==> src/rtl/rtc_pkg.sv <==
package rtc_pkg;

    localparam int ADDR_W = 12;

    typedef enum logic [3:0] {
        SEL_COUNT,
        SEL_MATCH,
        SEL_LOAD,
        SEL_CTRL,
        SEL_MASK,
        SEL_RAW,
        SEL_MIS,
        SEL_CLR,
        SEL_ID,
        SEL_NONE
    } reg_sel_e;

    typedef enum logic {
        AL_QUIET  = 1'b0,
        AL_RAISED = 1'b1
    } alarm_st_e;

    // Address decode: word registers in the lowest 32 bytes, id words in the top 32.
    function automatic reg_sel_e decode_addr(input logic [ADDR_W-1:0] a);
        reg_sel_e s;
        s = SEL_NONE;
        if (a[1:0] == 2'b00) begin
            if (a[ADDR_W-1:5] == '1) begin
                s = SEL_ID;
            end else if (a[ADDR_W-1:5] == '0) begin
                unique case (a[4:2])
                    3'd0: s = SEL_COUNT;
                    3'd1: s = SEL_MATCH;
                    3'd2: s = SEL_LOAD;
                    3'd3: s = SEL_CTRL;
                    3'd4: s = SEL_MASK;
                    3'd5: s = SEL_RAW;
                    3'd6: s = SEL_MIS;
                    3'd7: s = SEL_CLR;
                endcase
            end
        end
        return s;
    endfunction

    function automatic logic [7:0] id_byte(input logic [2:0] idx);
        logic [7:0] b;
        unique case (idx)
            3'd0: b = 8'h31;
            3'd1: b = 8'h10;
            3'd2: b = 8'h14;
            3'd3: b = 8'h00;
            3'd4: b = 8'h0D;
            3'd5: b = 8'hF0;
            3'd6: b = 8'h05;
            3'd7: b = 8'hB1;
        endcase
        return b;
    endfunction

endpackage

==> src/rtl/rtc_prescale.sv <==
module rtc_prescale #(
    parameter int CLK_HZ = 100_000_000
) (
    input  logic clk,
    input  logic rst_n,
    input  logic restart,
    output logic tick
);

    localparam int CW = (CLK_HZ > 1) ? $clog2(CLK_HZ) : 1;
    localparam logic [CW-1:0] LAST = CW'(CLK_HZ - 1);

    logic [CW-1:0] div_q;

    assign tick = (div_q == LAST);

    always_ff @(posedge clk) begin
        if (!rst_n) begin
            div_q <= '0;
        end else if (restart || tick) begin
            div_q <= '0;
        end else begin
            div_q <= div_q + 1'b1;
        end
    end


    presc_range_chk: assert property (@(posedge clk) disable iff (!rst_n)
        div_q <= LAST);


    presc_restart_chk: assert property (@(posedge clk) disable iff (!rst_n)
        restart |=> !tick);

endmodule

==> src/rtl/rtc_count.sv <==
module rtc_count #(
    parameter int W = 32
) (
    input  logic         clk,
    input  logic         rst_n,
    input  logic         tick,
    input  logic         load_we,
    input  logic [W-1:0] load_val,
    input  logic         match_we,
    input  logic [W-1:0] match_val,
    output logic [W-1:0] count,
    output logic [W-1:0] match,
    output logic         hit
);

    logic [W-1:0] cnt_nx;
    logic [W-1:0] match_nx;

    always_comb begin
        if (load_we) begin
            cnt_nx = load_val;
        end else if (tick) begin
            cnt_nx = count + 1'b1;
        end else begin
            cnt_nx = count;
        end
        match_nx = match_we ? match_val : match;
        hit      = (tick || load_we || match_we) && (cnt_nx == match_nx);
    end

    always_ff @(posedge clk) begin
        if (!rst_n) begin
            count <= '0;
            match <= '0;
        end else begin
            count <= cnt_nx;
            match <= match_nx;
        end
    end


    count_step_chk: assert property (@(posedge clk) disable iff (!rst_n)
        (tick && !load_we) |=> count == W'($past(count) + 1'b1));


    count_load_chk: assert property (@(posedge clk) disable iff (!rst_n)
        load_we |=> count == $past(load_val));


    match_keep_chk: assert property (@(posedge clk) disable iff (!rst_n)
        !match_we |=> $stable(match));

endmodule

==> src/rtl/rtc_alarm.sv <==
module rtc_alarm
    import rtc_pkg::*;
(
    input  logic clk,
    input  logic rst_n,
    input  logic hit,
    input  logic clear,
    output logic raw
);

    alarm_st_e st_q;
    alarm_st_e st_nx;

    always_comb begin
        st_nx = st_q;
        unique case (st_q)
            AL_QUIET:  if (hit) st_nx = AL_RAISED;
            AL_RAISED: if (clear && !hit) st_nx = AL_QUIET;
        endcase
    end

    always_ff @(posedge clk) begin
        if (!rst_n) begin
            st_q <= AL_QUIET;
        end else begin
            st_q <= st_nx;
        end
    end

    always_comb begin
        raw = (st_q == AL_RAISED);
    end


    alarm_set_chk: assert property (@(posedge clk) disable iff (!rst_n)
        hit |=> raw);


    alarm_clr_chk: assert property (@(posedge clk) disable iff (!rst_n)
        (clear && !hit) |=> !raw);


    alarm_hold_chk: assert property (@(posedge clk) disable iff (!rst_n)
        (raw && !clear) |=> raw);

endmodule

==> src/rtl/secs_rtc.sv <==
module secs_rtc
    import rtc_pkg::*;
#(
    parameter int CLK_HZ = 100_000_000,
    parameter int DATA_W = 32
) (
    input  logic              clk,
    input  logic              rst_n,
    input  logic              psel,
    input  logic              pwrite,
    input  logic [ADDR_W-1:0] paddr,
    input  logic [DATA_W-1:0] pwdata,
    output logic [DATA_W-1:0] prdata,
    output logic              irq
);

    reg_sel_e          sel;
    logic              bus_wr;
    logic              bus_rd;
    logic              wr_load;
    logic              wr_match;
    logic              wr_mask;
    logic              wr_clr;
    logic              tick;
    logic              hit;
    logic              raw;
    logic              mask_q;
    logic [DATA_W-1:0] load_q;
    logic [DATA_W-1:0] count_q;
    logic [DATA_W-1:0] match_q;

    always_comb begin
        sel      = decode_addr(paddr);
        bus_wr   = psel && pwrite;
        bus_rd   = psel && !pwrite;
        wr_load  = bus_wr && (sel == SEL_LOAD);
        wr_match = bus_wr && (sel == SEL_MATCH);
        wr_mask  = bus_wr && (sel == SEL_MASK);
        wr_clr   = bus_wr && (sel == SEL_CLR);
    end

    rtc_prescale #(.CLK_HZ(CLK_HZ)) u_pre (
        .clk     (clk),
        .rst_n   (rst_n),
        .restart (wr_load),
        .tick    (tick)
    );

    rtc_count #(.W(DATA_W)) u_cnt (
        .clk       (clk),
        .rst_n     (rst_n),
        .tick      (tick),
        .load_we   (wr_load),
        .load_val  (pwdata),
        .match_we  (wr_match),
        .match_val (pwdata),
        .count     (count_q),
        .match     (match_q),
        .hit       (hit)
    );

    rtc_alarm u_al (
        .clk   (clk),
        .rst_n (rst_n),
        .hit   (hit),
        .clear (wr_clr),
        .raw   (raw)
    );

    always_ff @(posedge clk) begin
        if (!rst_n) begin
            load_q <= '0;
            mask_q <= 1'b0;
        end else begin
            if (wr_load) load_q <= pwdata;
            if (wr_mask) mask_q <= pwdata[0];
        end
    end

    always_comb begin
        prdata = '0;
        if (bus_rd) begin
            unique case (sel)
                SEL_COUNT: prdata = count_q;
                SEL_MATCH: prdata = match_q;
                SEL_LOAD:  prdata = load_q;
                SEL_CTRL:  prdata = DATA_W'(1);
                SEL_MASK:  prdata = DATA_W'(mask_q);
                SEL_RAW:   prdata = DATA_W'(raw);
                SEL_MIS:   prdata = DATA_W'(raw && mask_q);
                SEL_ID:    prdata = DATA_W'(id_byte(paddr[4:2]));
                SEL_CLR,
                SEL_NONE:  prdata = '0;
            endcase
        end
    end

    assign irq = raw && mask_q;


    mask_off_chk: assert property (@(posedge clk) disable iff (!rst_n)
        (wr_mask && !pwdata[0]) |=> !irq);


    load_keep_chk: assert property (@(posedge clk) disable iff (!rst_n)
        !wr_load |=> $stable(load_q));


    ro_count_chk: assert property (@(posedge clk) disable iff (!rst_n)
        (bus_wr && sel == SEL_COUNT && !tick) |=> $stable(count_q));

endmodule

==> config.mk <==
export PLATFORM = sky130hd
export DESIGN_NAME = secs_rtc
export DESIGN_NICKNAME = d
export VERILOG_FILES = /design/src/rtl/rtc_pkg.sv /design/src/rtl/rtc_prescale.sv /design/src/rtl/rtc_count.sv /design/src/rtl/rtc_alarm.sv /design/src/rtl/secs_rtc.sv
export SDC_FILE = /design/constraint.sdc
export NUM_CORES = 1
export LEC_CHECK = 0
export BUFFER_PORTS_ARGS = -buffer_cell sky130_fd_sc_hd__clkbuf_2
export CAP_MARGIN = 20
export CELL_PAD_IN_SITES_DETAIL_PLACEMENT = 0
export CELL_PAD_IN_SITES_GLOBAL_PLACEMENT = 1
export CORE_UTILIZATION = 47
export CTS_CLUSTER_SIZE = 14
export DETAILED_ROUTE_END_ITERATION = 8
export GPL_TIMING_DRIVEN = 0
export PLACE_DENSITY_LB_ADDON = 0.3
export SKIP_CTS_REPAIR_TIMING = 1
export SLEW_MARGIN = 20
export SYNTH_ARGS = -nofsm -noshare
export SYNTH_HDL_FRONTEND = slang
export SYNTH_SLANG_ARGS = --single-unit
==> constraint.sdc <==
create_clock -name clk -period 4.71 [get_ports clk]
set_input_delay 0.7065 -clock clk [delete_from_list [all_inputs] [get_ports clk]]
set_output_delay 0.7065 -clock clk [all_outputs]
set_load 0.03 [all_outputs]
==> impl_metrics.env, run 1 <==
export IMPL_clk_pin_slew_ns=0.06
export IMPL_cellPowerDensity_nw_per_um2=272
export IMPL_finalWorstSetupSlack_ns=0.205
export IMPL_ys_warn_count=0
export IMPL_cap_violations=0
export IMPL_synth_async_reset_ratio_pct=0
export IMPL_power_mw=2.47
export IMPL_die_width_um=131
export IMPL_combPwrFrac_pct=4.6
export IMPL_track_usage_pct=34.6
export IMPL_drv_slew=0
export IMPL_netlist_area_um2=7820
export IMPL_core_um2=16100
export IMPL_cts_root_buf="clkbuf_16"
export IMPL_slew_headroom_pct=21.5
export IMPL_hold_class="reg -> reg"
export IMPL_syn_area_per_cell_um2=7.29
export IMPL_regArea_um2=2500
export IMPL_max_freq_mhz=222
export IMPL_numCtsBuffers=17
export IMPL_design_area_um2=9080
export IMPL_wire_per_inst_um=20.6
export IMPL_antenna_found_initial=1
export IMPL_cp_arrival_ns=4.84
export IMPL_worstMarginPinSlew_ns=1.18
export IMPL_cts_tree="built"
export IMPL_antenna_left=0
export IMPL_clock_path_buffers=2
export IMPL_cts_sinks=125
export IMPL_yosys_most_used_dff="dfxtp_1"
export IMPL_groute_layer_met3_usage_pct=8.47
export IMPL_post_route_min_period_ns=4.51
export IMPL_switchingPower_uw=623
export IMPL_clockPowerShare_pct=52.4
export IMPL_io_pins=81
export IMPL_synthDistinctLibCells=65
export IMPL_cp_required_ns=5.05
export IMPL_max_vdd_ir_drop_mv=0.254
export IMPL_use_met2_pct=54.1
export IMPL_synth_nets=1123
export IMPL_drive_gt1_share_pct=11.7
export IMPL_startpoint_type="primary input"
export IMPL_grt_pass1_wl_um=43400
export IMPL_grt_overflow=0
export IMPL_start_util_pct=48.7
export IMPL_p_int_mw=1.85
export IMPL_final_core_util_pct=56.6
export IMPL_grt_pass1_vias=7597
export IMPL_crit_path_max_fanout=10
export IMPL_finalCritPeriodShare_pct=95.7
export IMPL_htreeDepth=4
export IMPL_placementRows=46
export IMPL_grt_max_degree=17
export IMPL_hold_viol=0
export IMPL_nFillCells=1611
export IMPL_die_area_um2=17200
export IMPL_nets=1222
export IMPL_viasPerCell=6.11
export IMPL_setup_violations=0
export IMPL_gp_congestion=1.00
export IMPL_drc=0
export IMPL_p_seq_share_pct=43.0
export IMPL_antenna_cells=0
export IMPL_wl_um=28800
export IMPL_port_buffers=79
export IMPL_place_ws_ns=-0.176
export IMPL_place_area_um2=8490
export IMPL_place_detailed_hpwl_um=21000
export IMPL_synth_edff_count=0
export IMPL_dr_pass1_iters=8
export IMPL_grtUsageMet1_pct=44.7
export IMPL_vias=8558
export IMPL_grt_busiest_layer="met2"
export IMPL_ys_ff_latch=125
export IMPL_p_leak_nw=3.33
export IMPL_area_growth_pct=16.1
export IMPL_final_setup_skew_ns=0.00865
export IMPL_crit_type="in -> reg"
export IMPL_drt_first_iter_violations=796
export IMPL_clock_latency_ns=0.43
export IMPL_ys_seq_area_share_pct=32.0
export IMPL_die_y_um=131
export IMPL_synth_cells=1073
export IMPL_cp_end_kind="register"
export IMPL_multiInputGateArea_um2=5020
export IMPL_status="completed"
export IMPL_swShare_pct=25.2
==> cell type report <==
| type | instances | area share, % |
|---|---|---|
| multi-input cells | 870 | 55.3 |
| flip-flops and latches | 125 | 27.5 |
| clock buffers | 18 | 4.83 |
| repair buffers | 80 | 4.44 |
| plain buffers | 69 | 3.00 |
| well taps | 216 | 2.98 |
| clock inverters | 14 | 1.53 |
| inverters | 9 | 0.372 |
==> cells in the mapped netlist (8+ instances only) <==
cell / number / area share [%]
buf_1: 9 / 0.43
a21oi_1: 63 / 4.0
nor3_1: 15 / 0.96
nor2_1: 83 / 4.0
dfxtp_1: 125 / 32
inv_1: 9 / 0.43
a21boi_0: 65 / 6.2
nand2_1: 227 / 11
clkbuf_1: 57 / 2.7
nor4_1: 15 / 1.2
nand4_1: 17 / 1.4
xnor2_1: 50 / 5.6
o22ai_1: 13 / 1.0
nor2b_1: 10 / 0.80
o211a_1: 21 / 2.7
mux2i_1: 9 / 1.2
a31oi_1: 8 / 0.64
xor2_1: 29 / 3.2
and3_1: 13 / 1.0
nand3_1: 30 / 1.9
a211oi_1: 10 / 0.96
o21ai_0: 99 / 6.3
or3_1: 11 / 0.88
==> final timing paths <==
| check | to | cells after the start | slack (ns) | from |
|---|---|---|---|---|
| worst max-delay path | load_q[25] | 10 | 0.20 | paddr[6] |
| worst min-delay path | u_pre.div_q[0] | 1 | 0.45 | u_pre.div_q[0] |
| worst min register to register | u_pre.div_q[0] | 1 | 0.45 | u_pre.div_q[0] |
| worst max register to register | u_al.raw | 13 | 1.23 | u_pre.div_q[0] |
==> metrics by stage <==
step                      instances  hold WS, ns  TNS (ns)
final                          1401        0.447         0
after CTS                      1400        0.456     -1.31
after global routing           1401        0.478  -0.00356
after global placement         1368        0.432     -1.91
after detailed placement       1368        0.447     -1.72
after floorplan                1073        0.418         0
==> critical path: stages <==
cell and delay (ns):
clkbuf_2 0.09, or4_1 0.59, or2_2 0.32, clkbuf_1 0.18
a211oi_2 0.93, clkbuf_1 0.48, buf_1 0.70, buf_1 0.53
nand2_1 0.10, a21boi_0 0.20
==> layout by cell type, fill, tap and decap left out, drive strengths merged, types with 10 or more instances in the layout <==
cell	count
a21oi	63
a21boi	65
nor2b	10
o21ai	100
a211oi	11
inv	12
nand2	227
nor3	15
nor4	16
clkbuf	155
nand4	20
o211a	21
o22ai	13
xnor2	50
or3	11
nor2	83
dfxtp	125
and3	15
nand3	30
buf	12
xor2	29
==> power groups by stage <==
stage	combinational, mW	sequential (mW)	clock, mW
2_1_floorplan	0.0484	1.08	0
3_3_place_gp	0.110	1.08	0
3_5_place_dp	0.110	1.08	0
4_1_cts	0.111	1.06	1.30
5_1_grt	0.122	1.06	1.35
6_report	0.113	1.06	1.29
==> state kept, by name (all words and copies together), names as in the netlist <==
register	flops
u_pre.div_q	27
load_q	32
mask_q	1
u_cnt.count	32
u_cnt.match	32
u_al.raw	1
==> per-layer routing <==
layer  wire length, um  part of all wire [%]
met1             12200                    42
met2             12700                    44
met3              2850                   9.9
met4              1090                   3.8
met5                 8                 0.028
==> cell families after synthesis <==
kind of cell,synth area share (%)
adder cells (fa/ha/maj),0.320
multiplexers,1.15
flip-flops,32.0
AO/OA/AOI/OAI,26.0
XOR/XNOR,9.13
AND/OR/NAND/NOR,27.5
buffers and inverters,3.90
No activity file was read; power rests on OpenSTA's default activity.
==> run 2, diff against run 1 <==
REMOVE_ABC_BUFFERS = 1   (was not set)
==> impl_metrics.env, run 2 (synthesized netlist as in run 1, its figures left out) <==
export IMPL_wire_per_inst_um=17.6
export IMPL_cp_required_ns=4.00
export IMPL_met3WireLength_um=1450
export IMPL_nets=1174
export IMPL_finalCritPeriodShare_pct=91.3
export IMPL_drive_gt1_share_pct=14.2
export IMPL_timing_rr_end="u_al.raw"
export IMPL_antenna_found_initial=0
export IMPL_htreeDepth=4
export IMPL_antenna_cells=0
export IMPL_final_setup_skew_ns=0.00653
export IMPL_max_vdd_ir_drop_mv=0.248
export IMPL_cp_arrival_ns=3.59
export IMPL_place_area_um2=8550
export IMPL_gp_congestion=0.809
export IMPL_status="completed"
export IMPL_cts_root_buf="clkbuf_16"
export IMPL_cp_end_kind="primary output"
export IMPL_cts_sinks=125
export IMPL_top_regs="load_q x32, u_cnt.count x32, u_cnt.match x32"
export IMPL_vias=7899
export IMPL_crit_path_max_fanout=32
export IMPL_start_util_pct=48.7
export IMPL_dr_pass1_iters=6
export IMPL_core_um2=16100
export IMPL_port_buffers=80
export IMPL_crit_start="paddr[6]"
export IMPL_final_cell_mix="nand2_1, dfxtp_1, o21ai_0"
export IMPL_cts_tree="built"
export IMPL_top_layer_used="met4"
export IMPL_viasPerCell=5.84
export IMPL_track_usage_pct=28.9
export IMPL_final_common_cell="nand2_1"
export IMPL_power_mw=2.49
export IMPL_grt_pass1_wl_um=37500
export IMPL_clock_latency_ns=0.42
export IMPL_numCtsBuffers=17
export IMPL_reg2reg_from="u_pre.div_q[0]"
export IMPL_cap_violations=0
export IMPL_place_detailed_hpwl_um=16400
export IMPL_worstMarginPinSlew_ns=0.945
export IMPL_post_route_min_period_ns=4.30
export IMPL_p_leak_nw=3.42
export IMPL_met2_length_um=10800
export IMPL_r2r_slack_ns=0.70
export IMPL_clk_pin_slew_ns=0.06
export IMPL_min_path_cells=1
export IMPL_slew_headroom_pct=36.8
export IMPL_drt_first_iter_violations=661
export IMPL_die_y_um=131
export IMPL_wl_met1_um=11100
export IMPL_reg2reg_depth=11
export IMPL_grt_pass1_vias=7104
export IMPL_wl_um=23800
export IMPL_grt_max_degree=71
export IMPL_finalSetupTns_ns=0
export IMPL_die_area_um2=17200
export IMPL_endpoint="prdata[8]"
export IMPL_hold_viol=0
export IMPL_design_area_um2=9160
export IMPL_area_growth_pct=17.1
export IMPL_die_width_um=131
export IMPL_crit_type="in -> out"
export IMPL_grt_overflow=0
export IMPL_rsz0062_at_grt="no"
export IMPL_io_pins=81
export IMPL_drv_slew=0
export IMPL_setup_violations=0
export IMPL_drc=0
export IMPL_max_freq_mhz=233
export IMPL_startpoint_type="primary input"
export IMPL_cellPowerDensity_nw_per_um2=272
export IMPL_placementRows=46
export IMPL_clock_path_buffers=2
export IMPL_antenna_left=0
export IMPL_hold_class="reg -> reg"
==> run 2: cell count changes in the layout (fill, tap and decap cells not counted), moves of 2 or more <==
| cell | change |
|---|---|
| buf_1 | -9 |
| clkinv_2 | +2 |
| inv_6 | +2 |
| nor2_4 | +2 |
| buf_12 | +3 |
| buf_6 | +3 |
| buf_4 | +7 |
| buf_8 | +3 |
| nor2_1 | -2 |
| clkinvlp_4 | -4 |
| clkbuf_1 | -55 |
| buf_16 | +3 |
==> run 2: area by class of cell <==
cell class                 instances  area, um2
multi-input combinational        870       5070
clock inverter                    14        158
fill                            1573       6900
tap                              216        270
clock buffer                      18        429
inverter                           9       33.8
sequential                       125       2500
timing repair buffer             101        696
==> run 2: per-layer routing <==
metal | track usage, % | up-vias
li1 | - | 3899
met1 | 39.6 | 3696
met2 | 45.9 | 279
met3 | 4.97 | 25
met4 | 9.33 | 0
met5 | 0 | -
==> run 2: power by group <==
group	total, mW	internal, mW	switching (mW)
combinational	0.107	0.0402	0.0667
clock	1.32	0.789	0.532
sequential	1.06	1.06	0.00177
==> run 2: how the worst min path moves through the flow <==
stage | slack, ns | startpoint | to
after global placement | 0.43 | u_pre.div_q[0] | u_pre.div_q[0]
after global routing | 0.47 | u_pre.div_q[0] | u_pre.div_q[0]
after CTS | 0.45 | u_pre.div_q[0] | u_pre.div_q[0]
after detailed placement | 0.44 | u_pre.div_q[0] | u_pre.div_q[0]
final | 0.45 | u_pre.div_q[0] | u_pre.div_q[0]
after floorplan | 0.42 | u_pre.div_q[0] | u_pre.div_q[0]
==> run 2: stage by stage <==
step / setup slack, ns / util (%) / hold slack [ns] / instances
2_1_floorplan: -0.346 / - / 0.418 / 1004
3_3_place_gp: -4.05 / 51.2 / 0.430 / 1300
3_5_place_dp: 0.0594 / 53.3 / 0.440 / 1320
4_1_cts: 0.0459 / 56.9 / 0.454 / 1352
5_1_grt: 0.190 / 57.1 / 0.472 / 1353
6_report: 0.409 / 57.1 / 0.449 / 1353
==> run 2: critical path: stages <==
cell and delay (ns):
clkbuf_2 0.09, or4_1 0.60, nor2_2 0.41, nand2_1 0.15
nor3_2 0.45, buf_4 0.31, nand2_4 0.27, o21ai_0 0.34
a21oi_1 0.07, clkbuf_2 0.19
==> run 3, diff against run 2 <==
CELL_PAD_IN_SITES_DETAIL_PLACEMENT = not set   (was 0)
CELL_PAD_IN_SITES_GLOBAL_PLACEMENT = not set   (was 1)
CORE_UTILIZATION = 50   (was 47)
==> impl_metrics.env, run 3 (synthesized netlist as in run 1, its figures left out) <==
export IMPL_status="completed"
export IMPL_setup_violations=0
export IMPL_gp_congestion=0.864
export IMPL_vias=8028
export IMPL_cap_violations=0
export IMPL_max_vdd_ir_drop_mv=0.267
export IMPL_crit_top_cell="clkbuf_2"
export IMPL_viasPerCell=5.96
export IMPL_slowest_stage="or4_1"
export IMPL_worstPathCellList="clkbuf_2 -> or4_1 -> nor3_1 -> nor2_1 -> nor2_4 -> nand2_2 -> o21ai_0 -> a21oi_1 -> clkbuf_2"
export IMPL_die_area_um2=16200
export IMPL_htreeDepth=4
export IMPL_cp_num_cells=9
export IMPL_finalCritPeriodShare_pct=90.5
export IMPL_hold_class="reg -> reg"
export IMPL_cts_sinks=125
export IMPL_dr_pass1_iters=5
export IMPL_grt_pass1_wl_um=37300
export IMPL_critical_path_buf_inv_count=2
export IMPL_track_usage_pct=29.2
export IMPL_cts_tree="built"
export IMPL_grt_pass1_vias=7376
export IMPL_die_width_um=127
export IMPL_crit_path_max_fanout=32
export IMPL_final_cell_mix="nand2_1, dfxtp_1, o21ai_0"
export IMPL_rsz0062_at_grt="no"
export IMPL_wire_per_inst_um=17.2
export IMPL_final_common_cell="nand2_1"
export IMPL_min_path_cells=1
export IMPL_nets=1172
export IMPL_power_mw=2.53
export IMPL_grtUsageMet1_pct=37.3
export IMPL_drive_gt1_share_pct=14.0
export IMPL_startpoint_type="primary input"
export IMPL_cp_end_kind="primary output"
export IMPL_grt_overflow=0
export IMPL_clk_pin_slew_ns=0.05
export IMPL_antenna_cells=0
export IMPL_clock_path_buffers=2
export IMPL_antenna_found_initial=0
export IMPL_grt_busiest_layer="met2"
export IMPL_crit_type="in -> out"
export IMPL_hold_viol=0
export IMPL_cellPowerDensity_nw_per_um2=276
export IMPL_grt_max_degree=53
export IMPL_worstMarginPinSlew_ns=1.03
export IMPL_cp_arrival_ns=3.55
export IMPL_groute_layer_met3_usage_pct=5.95
export IMPL_design_area_um2=9160
export IMPL_placementRows=45
export IMPL_io_pins=81
export IMPL_r2r_slack_ns=0.73
export IMPL_min_from="u_pre.div_q[0]"
export IMPL_start_util_pct=51.3
export IMPL_core_um2=15300
export IMPL_place_area_um2=8540
export IMPL_drc=0
export IMPL_post_route_min_period_ns=4.26
export IMPL_top_regs="load_q x32, u_cnt.count x32, u_cnt.match x32"
export IMPL_numCtsBuffers=17
export IMPL_cp_required_ns=4.00
export IMPL_area_growth_pct=17.0
export IMPL_nFillCells=1441
export IMPL_use_met2_pct=47.8
export IMPL_reg2reg_depth=11
export IMPL_wl_um=23100
export IMPL_clock_latency_ns=0.43
export IMPL_antenna_left=0
export IMPL_p_leak_nw=3.40
export IMPL_reg2reg_from="u_pre.div_q[0]"
export IMPL_critical_path_max_stage_delay_ns=0.60
export IMPL_timing_rr_end="u_al.raw"
export IMPL_drv_slew=0
export IMPL_final_setup_skew_ns=0.0107
export IMPL_port_buffers=80
export IMPL_slew_headroom_pct=31.0
export IMPL_place_detailed_hpwl_um=15900
export IMPL_cts_root_buf="clkbuf_16"
export IMPL_max_freq_mhz=235
export IMPL_die_y_um=127
export IMPL_holdPathEnd="u_pre.div_q[0]"
export IMPL_crit_family="simple AND/OR/NAND/NOR gates"
export IMPL_drt_first_iter_violations=767
-- run 3: changes by cell type in the layout (fill, tap and decap cells not counted), moves of 2 or more --
cell | before | now
inv_6 | 4 | 0
clkinv_4 | 3 | 0
buf_6 | 4 | 2
clkbuf_8 | 0 | 3
clkinv_2 | 2 | 4
clkinvlp_4 | 2 | 4
-- run 3: final cells by class --
| cell class | instances | area [um2] | area share [%] |
|---|---|---|---|
| Multi-Input combinational cell | 870 | 5070 | 55.3 |
| Clock inverter | 11 | 140 | 1.53 |
| Inverter | 9 | 33.8 | 0.369 |
| Tap cell | 211 | 264 | 2.88 |
| Timing Repair Buffer | 99 | 678 | 7.41 |
| Sequential cell | 125 | 2500 | 27.3 |
| Clock buffer | 21 | 470 | 5.14 |
-- run 3: power breakdown --
part | internal, mW | switching (mW)
Combinational | 0.0397 | 0.0657
Clock | 0.869 | 0.496
Sequential | 1.06 | 0.00181
-- run 3: layer usage --
metal  vias up  wire length [um]
met2       330             10700
met1      3753             10200
met3        53              1670
met5         -                 0
li1       3892                 -
met4         0               583
-- run 3: per-stage QoR --
stage	util (%)	worst slack [ns]	cells	hold slack, ns	setup TNS, ns
after floorplan	-	-0.346	1004	0.418	-9.27
after global placement	53.8	-3.79	1295	0.429	-147.83
after detailed placement	56.0	0.298	1314	0.443	0
after CTS	60.0	0.290	1346	0.455	0
after global routing	60.0	0.201	1346	0.479	0
final	60.0	0.450	1346	0.450	0
-- run 3: worst max-delay path by stage --
stage,start,endpoint
after global placement,paddr[6],prdata[14]
final,paddr[6],prdata[14]
after detailed placement,paddr[6],prdata[14]
after floorplan,paddr[6],prdata[5]
after global routing,paddr[6],prdata[14]
after CTS,paddr[6],prdata[14]
